**config.mk**
```make
export PLATFORM = sky130hd
export DESIGN_NAME = blt_tracker
export DESIGN_NICKNAME = d
export VERILOG_FILES = /design/src/rtl/blt_pkg.sv /design/src/rtl/blt_gate.sv /design/src/rtl/blt_filter.sv /design/src/rtl/blt_correct.sv /design/src/rtl/blt_tracker.sv
export SDC_FILE = /design/constraint.sdc
export NUM_CORES = 1
export LEC_CHECK = 0
export ABC_AREA = 1
export CAP_MARGIN = 40
export CORE_MARGIN = 3
export CORE_UTILIZATION = 62
export DETAILED_ROUTE_END_ITERATION = 6
export PLACE_DENSITY = 0.89
export SLEW_MARGIN = 5
export SYNTH_ARGS = -nofsm -noshare
export SYNTH_HDL_FRONTEND = slang
export SYNTH_SLANG_ARGS = --single-unit
```
**constraint.sdc**
```tcl
create_clock -name clk -period 5.8 [get_ports clk]
set_input_delay 0.87 -clock clk [delete_from_list [all_inputs] [get_ports clk]]
set_output_delay 0.87 -clock clk [all_outputs]
set_load 0.05 [all_outputs]
```
**src/rtl/blt_pkg.sv**
```systemverilog
package blt_pkg;

  // fractional bits kept in the stored estimate
  localparam int unsigned EST_FRAC = 2;
  // fractional bits of the unrounded filter sum (gains reach 1/8 and 3/4 of 1/4)
  localparam int unsigned ACC_FRAC = 4;

  typedef enum logic [1:0] {
    GA_OFF     = 2'b00,
    GA_HALF    = 2'b01,
    GA_QUARTER = 2'b10,
    GA_EIGHTH  = 2'b11
  } gain_a_e;

  typedef enum logic [1:0] {
    GB_OFF   = 2'b00,
    GB_HALF  = 2'b01,
    GB_3QTR  = 2'b10,
    GB_UNITY = 2'b11
  } gain_b_e;

endpackage

```
**src/rtl/blt_gate.sv**
```systemverilog
module blt_gate #(
  parameter int unsigned CNT_W = 8
) (
  input  logic             clk,
  input  logic             rst_n,
  input  logic             trk_en,
  input  logic             ob_stb,
  input  logic             pix_vld,
  input  logic [CNT_W-1:0] upd_limit,
  output logic             fire,
  output logic             first,
  output logic [CNT_W-1:0] upd_cnt
);

  logic cnt_room;

  assign cnt_room = (upd_cnt < upd_limit);
  assign fire     = trk_en & ob_stb & ~pix_vld & cnt_room;

  always_ff @(posedge clk) begin
    if (!rst_n) begin
      upd_cnt <= '0;
      first   <= 1'b1;
    end else if (!trk_en) begin
      upd_cnt <= '0;
      first   <= 1'b1;
    end else if (fire) begin
      upd_cnt <= upd_cnt + 1'b1;
      first   <= 1'b0;
    end
  end

  AST_CNT_STEP: assert property (@(posedge clk) disable iff (!rst_n)
    fire |=> (upd_cnt == $past(upd_cnt) + 1'b1));

  AST_REARM: assert property (@(posedge clk) disable iff (!rst_n)
    !trk_en |=> (first && upd_cnt == '0));

endmodule

```
**src/rtl/blt_filter.sv**
```systemverilog
module blt_filter
  import blt_pkg::*;
#(
  parameter int unsigned PIX_W = 10,
  parameter int unsigned DW    = 14
) (
  input  logic             clk,
  input  logic             rst_n,
  input  logic             fire,
  input  logic             first,
  input  logic [PIX_W-1:0] ob_val,
  input  logic [1:0]       sel_a,
  input  logic [1:0]       sel_b,
  output logic [DW-1:0]    est
);

  localparam int unsigned WW   = DW + 4;
  localparam int unsigned RSH  = ACC_FRAC - EST_FRAC;
  localparam logic [DW-1:0] DMAX = '1;

  logic [PIX_W-1:0] prev_q;
  logic [PIX_W:0]   pair_sum;
  logic [WW-1:0]    a_part;
  logic [WW-1:0]    b_part;
  logic [WW-1:0]    acc;
  logic [WW-1:0]    acc_rnd;
  logic [DW-1:0]    est_next;

  // A * sum, result scaled by 2^ACC_FRAC
  function automatic logic [WW-1:0] scale_a(gain_a_e code, logic [PIX_W:0] s);
    logic [WW-1:0] w;
    w = WW'(s);
    case (code)
      GA_HALF:    return w << 3;
      GA_QUARTER: return w << 2;
      GA_EIGHTH:  return w << 1;
      default:    return '0;
    endcase
  endfunction

  // B * D, D scaled by 2^EST_FRAC, result scaled by 2^ACC_FRAC
  function automatic logic [WW-1:0] scale_b(gain_b_e code, logic [DW-1:0] d);
    logic [WW-1:0] w;
    w = WW'(d);
    case (code)
      GB_HALF:  return w << 1;
      GB_3QTR:  return (w << 1) + w;
      GB_UNITY: return w << 2;
      default:  return '0;
    endcase
  endfunction

  // round half up to EST_FRAC fractional bits, then saturate
  function automatic logic [DW-1:0] round_sat(logic [WW-1:0] x);
    logic [WW-1:0] r;
    r = (x + WW'(1 << (RSH - 1))) >> RSH;
    if (r > WW'(DMAX)) return DMAX;
    return r[DW-1:0];
  endfunction

  assign pair_sum = {1'b0, ob_val} + {1'b0, (first ? ob_val : prev_q)};
  assign a_part   = scale_a(gain_a_e'(sel_a), pair_sum);
  assign b_part   = scale_b(gain_b_e'(sel_b), est);
  assign acc      = a_part + b_part;
  assign acc_rnd  = (acc + WW'(1 << (RSH - 1))) >> RSH;
  assign est_next = round_sat(acc);

  always_ff @(posedge clk) begin
    if (!rst_n) begin
      prev_q <= '0;
      est    <= '0;
    end else if (fire) begin
      prev_q <= ob_val;
      est    <= est_next;
    end
  end

  AST_PREV_TRACK: assert property (@(posedge clk) disable iff (!rst_n)
    fire |=> (prev_q == $past(ob_val)));

  AST_SAT_CAP: assert property (@(posedge clk) disable iff (!rst_n)
    (fire && acc_rnd > WW'(DMAX)) |=> (est == DMAX));

endmodule

```
**src/rtl/blt_correct.sv**
```systemverilog
module blt_correct
  import blt_pkg::*;
#(
  parameter int unsigned PIX_W = 10,
  parameter int unsigned DW    = 14,
  parameter int unsigned OFS_W = 8
) (
  input  logic                    clk,
  input  logic                    rst_n,
  input  logic [DW-1:0]           est,
  input  logic signed [OFS_W-1:0] blk_ofs,
  input  logic                    pix_vld,
  input  logic [PIX_W-1:0]        pix_in,
  output logic                    pix_out_vld,
  output logic [PIX_W-1:0]        pix_out
);

  localparam int unsigned BW = DW - EST_FRAC + 2;

  logic [BW-1:0]    bl;
  logic [PIX_W-1:0] cor;

  function automatic logic [BW-1:0] black_level(logic [DW-1:0] d,
                                                logic signed [OFS_W-1:0] o);
    logic [DW:0]   t;
    logic [BW-1:0] base;
    logic [BW-1:0] sum;
    t    = {1'b0, d} + (DW+1)'(1 << (EST_FRAC - 1));
    base = BW'(t >> EST_FRAC);
    sum  = base + {{(BW-OFS_W){o[OFS_W-1]}}, o};
    return sum[BW-1] ? '0 : sum;
  endfunction

  function automatic logic [PIX_W-1:0] subtract_floor(logic [PIX_W-1:0] p,
                                                      logic [BW-1:0] b);
    logic [BW:0] diff;
    diff = {{(BW+1-PIX_W){1'b0}}, p} - {1'b0, b};
    return diff[BW] ? '0 : diff[PIX_W-1:0];
  endfunction

  assign bl  = black_level(est, blk_ofs);
  assign cor = subtract_floor(pix_in, bl);

  always_ff @(posedge clk) begin
    if (!rst_n) begin
      pix_out_vld <= 1'b0;
      pix_out     <= '0;
    end else begin
      pix_out_vld <= pix_vld;
      if (pix_vld) pix_out <= cor;
    end
  end

  AST_PIX_LAT: assert property (@(posedge clk) disable iff (!rst_n)
    pix_vld |=> pix_out_vld);

  AST_FLOOR_ZERO: assert property (@(posedge clk) disable iff (!rst_n)
    (pix_vld && ({{(BW-PIX_W){1'b0}}, pix_in} <= bl)) |=> (pix_out == '0));

endmodule

```
**src/rtl/blt_tracker.sv**
```systemverilog
module blt_tracker #(
  parameter int unsigned PIX_W    = 10,
  parameter int unsigned CNT_W    = 8,
  parameter int unsigned OFS_W    = 8,
  parameter int unsigned EST_HEAD = 2,
  localparam int unsigned DW      = PIX_W + blt_pkg::EST_FRAC + EST_HEAD
) (
  input  logic                    clk,
  input  logic                    rst_n,
  input  logic                    trk_en,
  input  logic                    ob_stb,
  input  logic [PIX_W-1:0]        ob_val,
  input  logic                    pix_vld,
  input  logic [PIX_W-1:0]        pix_in,
  input  logic [1:0]              sel_a,
  input  logic [1:0]              sel_b,
  input  logic [CNT_W-1:0]        upd_limit,
  input  logic signed [OFS_W-1:0] blk_ofs,
  output logic                    pix_out_vld,
  output logic [PIX_W-1:0]        pix_out,
  output logic [DW-1:0]           est_out
);

  logic             fire;
  logic             first;
  logic [CNT_W-1:0] upd_cnt;

  blt_gate #(.CNT_W(CNT_W)) u_gate (
    .clk(clk), .rst_n(rst_n), .trk_en(trk_en), .ob_stb(ob_stb),
    .pix_vld(pix_vld), .upd_limit(upd_limit),
    .fire(fire), .first(first), .upd_cnt(upd_cnt)
  );

  blt_filter #(.PIX_W(PIX_W), .DW(DW)) u_filter (
    .clk(clk), .rst_n(rst_n), .fire(fire), .first(first),
    .ob_val(ob_val), .sel_a(sel_a), .sel_b(sel_b), .est(est_out)
  );

  blt_correct #(.PIX_W(PIX_W), .DW(DW), .OFS_W(OFS_W)) u_correct (
    .clk(clk), .rst_n(rst_n), .est(est_out), .blk_ofs(blk_ofs),
    .pix_vld(pix_vld), .pix_in(pix_in),
    .pix_out_vld(pix_out_vld), .pix_out(pix_out)
  );

  AST_LIMIT_HOLD: assert property (@(posedge clk) disable iff (!rst_n)
    (trk_en && upd_cnt >= upd_limit) |=> $stable(est_out));

  AST_OFF_HOLD: assert property (@(posedge clk) disable iff (!rst_n)
    !trk_en |=> $stable(est_out));

  AST_PIX_HOLD: assert property (@(posedge clk) disable iff (!rst_n)
    pix_vld |=> $stable(est_out));

endmodule

```
==> metrics.cfg <==
[status]
status=finished clean

[global_route]
grt_max_degree=36
busiest_layer=met2
met2_usage_pct=49.2
grt_pass1_vias=5386
grt_pass1_wl_mm=24.1
gr-total-overflow=0
antenna_found_initial=0
use_met3_pct=4.13
grtUsageTotal_pct=28.6
globalRouteMet1Util_pct=36.8

[sta]
clock_skew_ns=0.00902
worst_pin_slew_ns=0.848
slew_headroom_pct=43.3
hold_viol_final=0
period_share_pct=78.3
fmax_mhz=220
final.setup.tns_ns=0
setup_viol=0
slew_viol_final=0
rsz0062_at_grt=no
fin_crit_ns=4.54

[drt]
wire_per_inst_um=13.7
drt-pass1-iter-count=5
antenna_left=0
drc=0
drt_wl_total_mm=14.7
drtIter0Drc=415
vias=6031
vias_per_cell=5.62

[floorplanning]
io_pins=70
start_util_pct=64.5
die_area_um2=10300
row_count=34
chipHeight_um=102
core_um2=8810
die_w_um=102

[cts]
cts_hold_buf=0
clk-insertion-delay-late_ns=0.31
cts_tree=done
ctsHtreeMaxLevel=2
cts_made_buffers=5
clk_pin_slew_ns=0.09
cts_setup_buffers=0
postCtsResizedCells=0
cts-root-buf=clkbuf_8
clockBufferDepth=2
clock-sinks=44

[setup_path]
arrival_ns=4.74
worstPathMaxFanout=11
startpoint_type=primary input
crit_type=primary input to register
end_kind=register
required_ns=6.00

[yosys]
mappedNetlistArea_um2=5680
yosysMostFrequentCell=nand2_1
synth_edf_count=0
ys_ff_latch=44
yosysWarnings=0
syn_inst=900
synthTopCellsByArea=ha_1 (18%), dfxtp_1 (16%), nand2_1 (14%), inv_1 (8.7%), a21oi_1 (8.3%)
synth-main-ff-cell=dfxtp_1
yosysTopAreaCell=ha_1
synth_nets=1031
syn_avg_cell_area_um2=6.31
yosysTopAreaCellShare_pct=17.9
ys_seq_area_share_pct=15.5
netlist_top_cells_count=nand2_1 (219), inv_1 (132), a21oi_1 (94)
ys_async_sr_fraction_pct=0
synth_cell_types=43

[placed_design]
place.gp.congestion=0.964
place_hpwl_mm=12.0
dpl-instance-area_um2=6450
port_buffers=69
place_inst=1065

[power]
sequentialPowerShare_pct=31.5
powerDensity_nw_per_um2=161
pwr-share-clk_pct=19.8
p_leak_uw=0.00322
peakVddDrop_mv=0.0982
comb_power_share_pct=48.7
p_sw_uw=440
switching_share_pct=41.8
p_int_uw=611

[finish]
multiInputGateArea_um2=4230
nFillCells=771
nets=1095
num_antenna_cells=0
regArea_um2=881
layout-drive-gt1-share_pct=3.83
fin_area_um2=6540
syn_to_final_growth_pct=15.2
final_util_pct=74.3
post_layout_nonfiller_instances=1073

[run]
max_cap_viol_count=0

[worst_hold_path]
hp-class=register to register

==> worst max-delay path, stage by stage <==
cell and delay, ns:
clkdlybuf4s50_1 0.45, nand2_1 0.08, o21ai_0 0.09, ha_1 0.27, fa_1 0.41, nand3_1 0.08, nand2_1 0.10, nand2_1 0.08
nand2_1 0.05, a21oi_1 0.15, xor2_1 0.24, nand2_1 0.08, o211ai_1 0.09, ha_1 0.26, ha_1 0.36, a21oi_1 0.22
o21ai_1 0.10, nand2_1 0.09, nand3_2 0.08, nand2_1 0.06, nand2_1 0.08, a21oi_1 0.15, buf_4 0.22, a21oi_1 0.09
==> cell type report <==
type,count,share of cell area [%]
inverters,134,7.69
clock inverters,1,0.115
clock buffers,7,1.32
multi-input cells,709,64.7
repair buffers,70,10.7
well taps,108,2.07
flip-flops and latches,44,13.5
==> final timing paths <==
| path | depth (start not counted) | from | endpoint | slack, ns |
|---|---|---|---|---|
| setup reg to reg | 22 | u_filter.est[6] | u_correct.pix_out[0] | 1.28 |
| setup / recovery | 24 | ob_val[0] | u_filter.est[6] | 1.26 |
| hold / removal | 2 | u_filter.prev_q[9] | u_filter.prev_q[9] | 0.45 |
| hold reg to reg | 2 | u_filter.prev_q[9] | u_filter.prev_q[9] | 0.45 |
==> registers in the layout, indices dropped and copies added, names as in the netlist <==
name,count
u_correct.pix_out,10
u_correct.pix_out_vld,1
u_filter.est,14
u_filter.prev_q,10
u_gate.first,1
u_gate.upd_cnt,8
==> logic make-up after synthesis <==
kind of cell             Yosys count  synth area share (%)
adder cells (fa/ha/maj)           86                  19.6
buffers and inverters            147                  9.96
flip-flops                        44                  15.5
XOR/XNOR                          36                  5.55
AND/OR/NAND/NOR                  389                  29.9
AO/OA/AOI/OAI                    198                  19.5
==> cells in the final DEF, fill, tap and decap left out, types with 2 or more instances in the layout <==
cell type | netlist | routed
a31oi_1 | 3 | 3
nand3b_2 | 2 | 2
nor2_1 | 54 | 54
o211ai_1 | 6 | 6
xor2_1 | 25 | 25
fa_1 | 5 | 5
nand2_4 | 2 | 2
o21bai_1 | 8 | 8
nor3_1 | 5 | 5
xnor2_1 | 11 | 11
o221ai_1 | 10 | 10
nand2_1 | 219 | 219
o22ai_1 | 3 | 3
nand2_2 | 4 | 4
nand4_1 | 10 | 10
nand3_2 | 2 | 2
nand3_1 | 69 | 69
inv_1 | 132 | 132
or2_1 | 4 | 4
ha_1 | 81 | 81
o21ai_0 | 61 | 61
dfxtp_1 | 44 | 44
or2_2 | 10 | 10
clkbuf_8 | 0 | 6
nor3b_1 | 2 | 2
inv_2 | 2 | 2
nand3b_1 | 3 | 3
clkdlybuf4s50_1 | 0 | 69
a21o_1 | 2 | 2
a21oi_1 | 94 | 94
o21ai_1 | 5 | 5
==> through the flow <==
stage	hold slack, ns	worst slack (ns)	power, µW
final	0.451	1.26	1050
after global routing	0.467	0.833	1130
after CTS	0.458	1.28	1050
after detailed placement	0.444	0.985	843
after global placement	0.436	1.08	836
after floorplan	0.424	1.65	702
==> layer usage <==
metal  vias to the layer above  share of wire, %
li1                       3127                 -
met1                      2685                44
met2                       187                48
met3                        32               5.8
met4                         0               2.3
met5                         -                 0
==> power by group through the flow <==
stage	Sequential, µW	Clock, µW	Combinational (µW)
2_1_floorplan	370	0	333
3_3_place_gp	338	0	499
3_5_place_dp	338	0	505
4_1_cts	331	213	509
5_1_grt	333	226	571
6_report	331	208	512
Note: power is estimated with default switching activity, not from simulation.
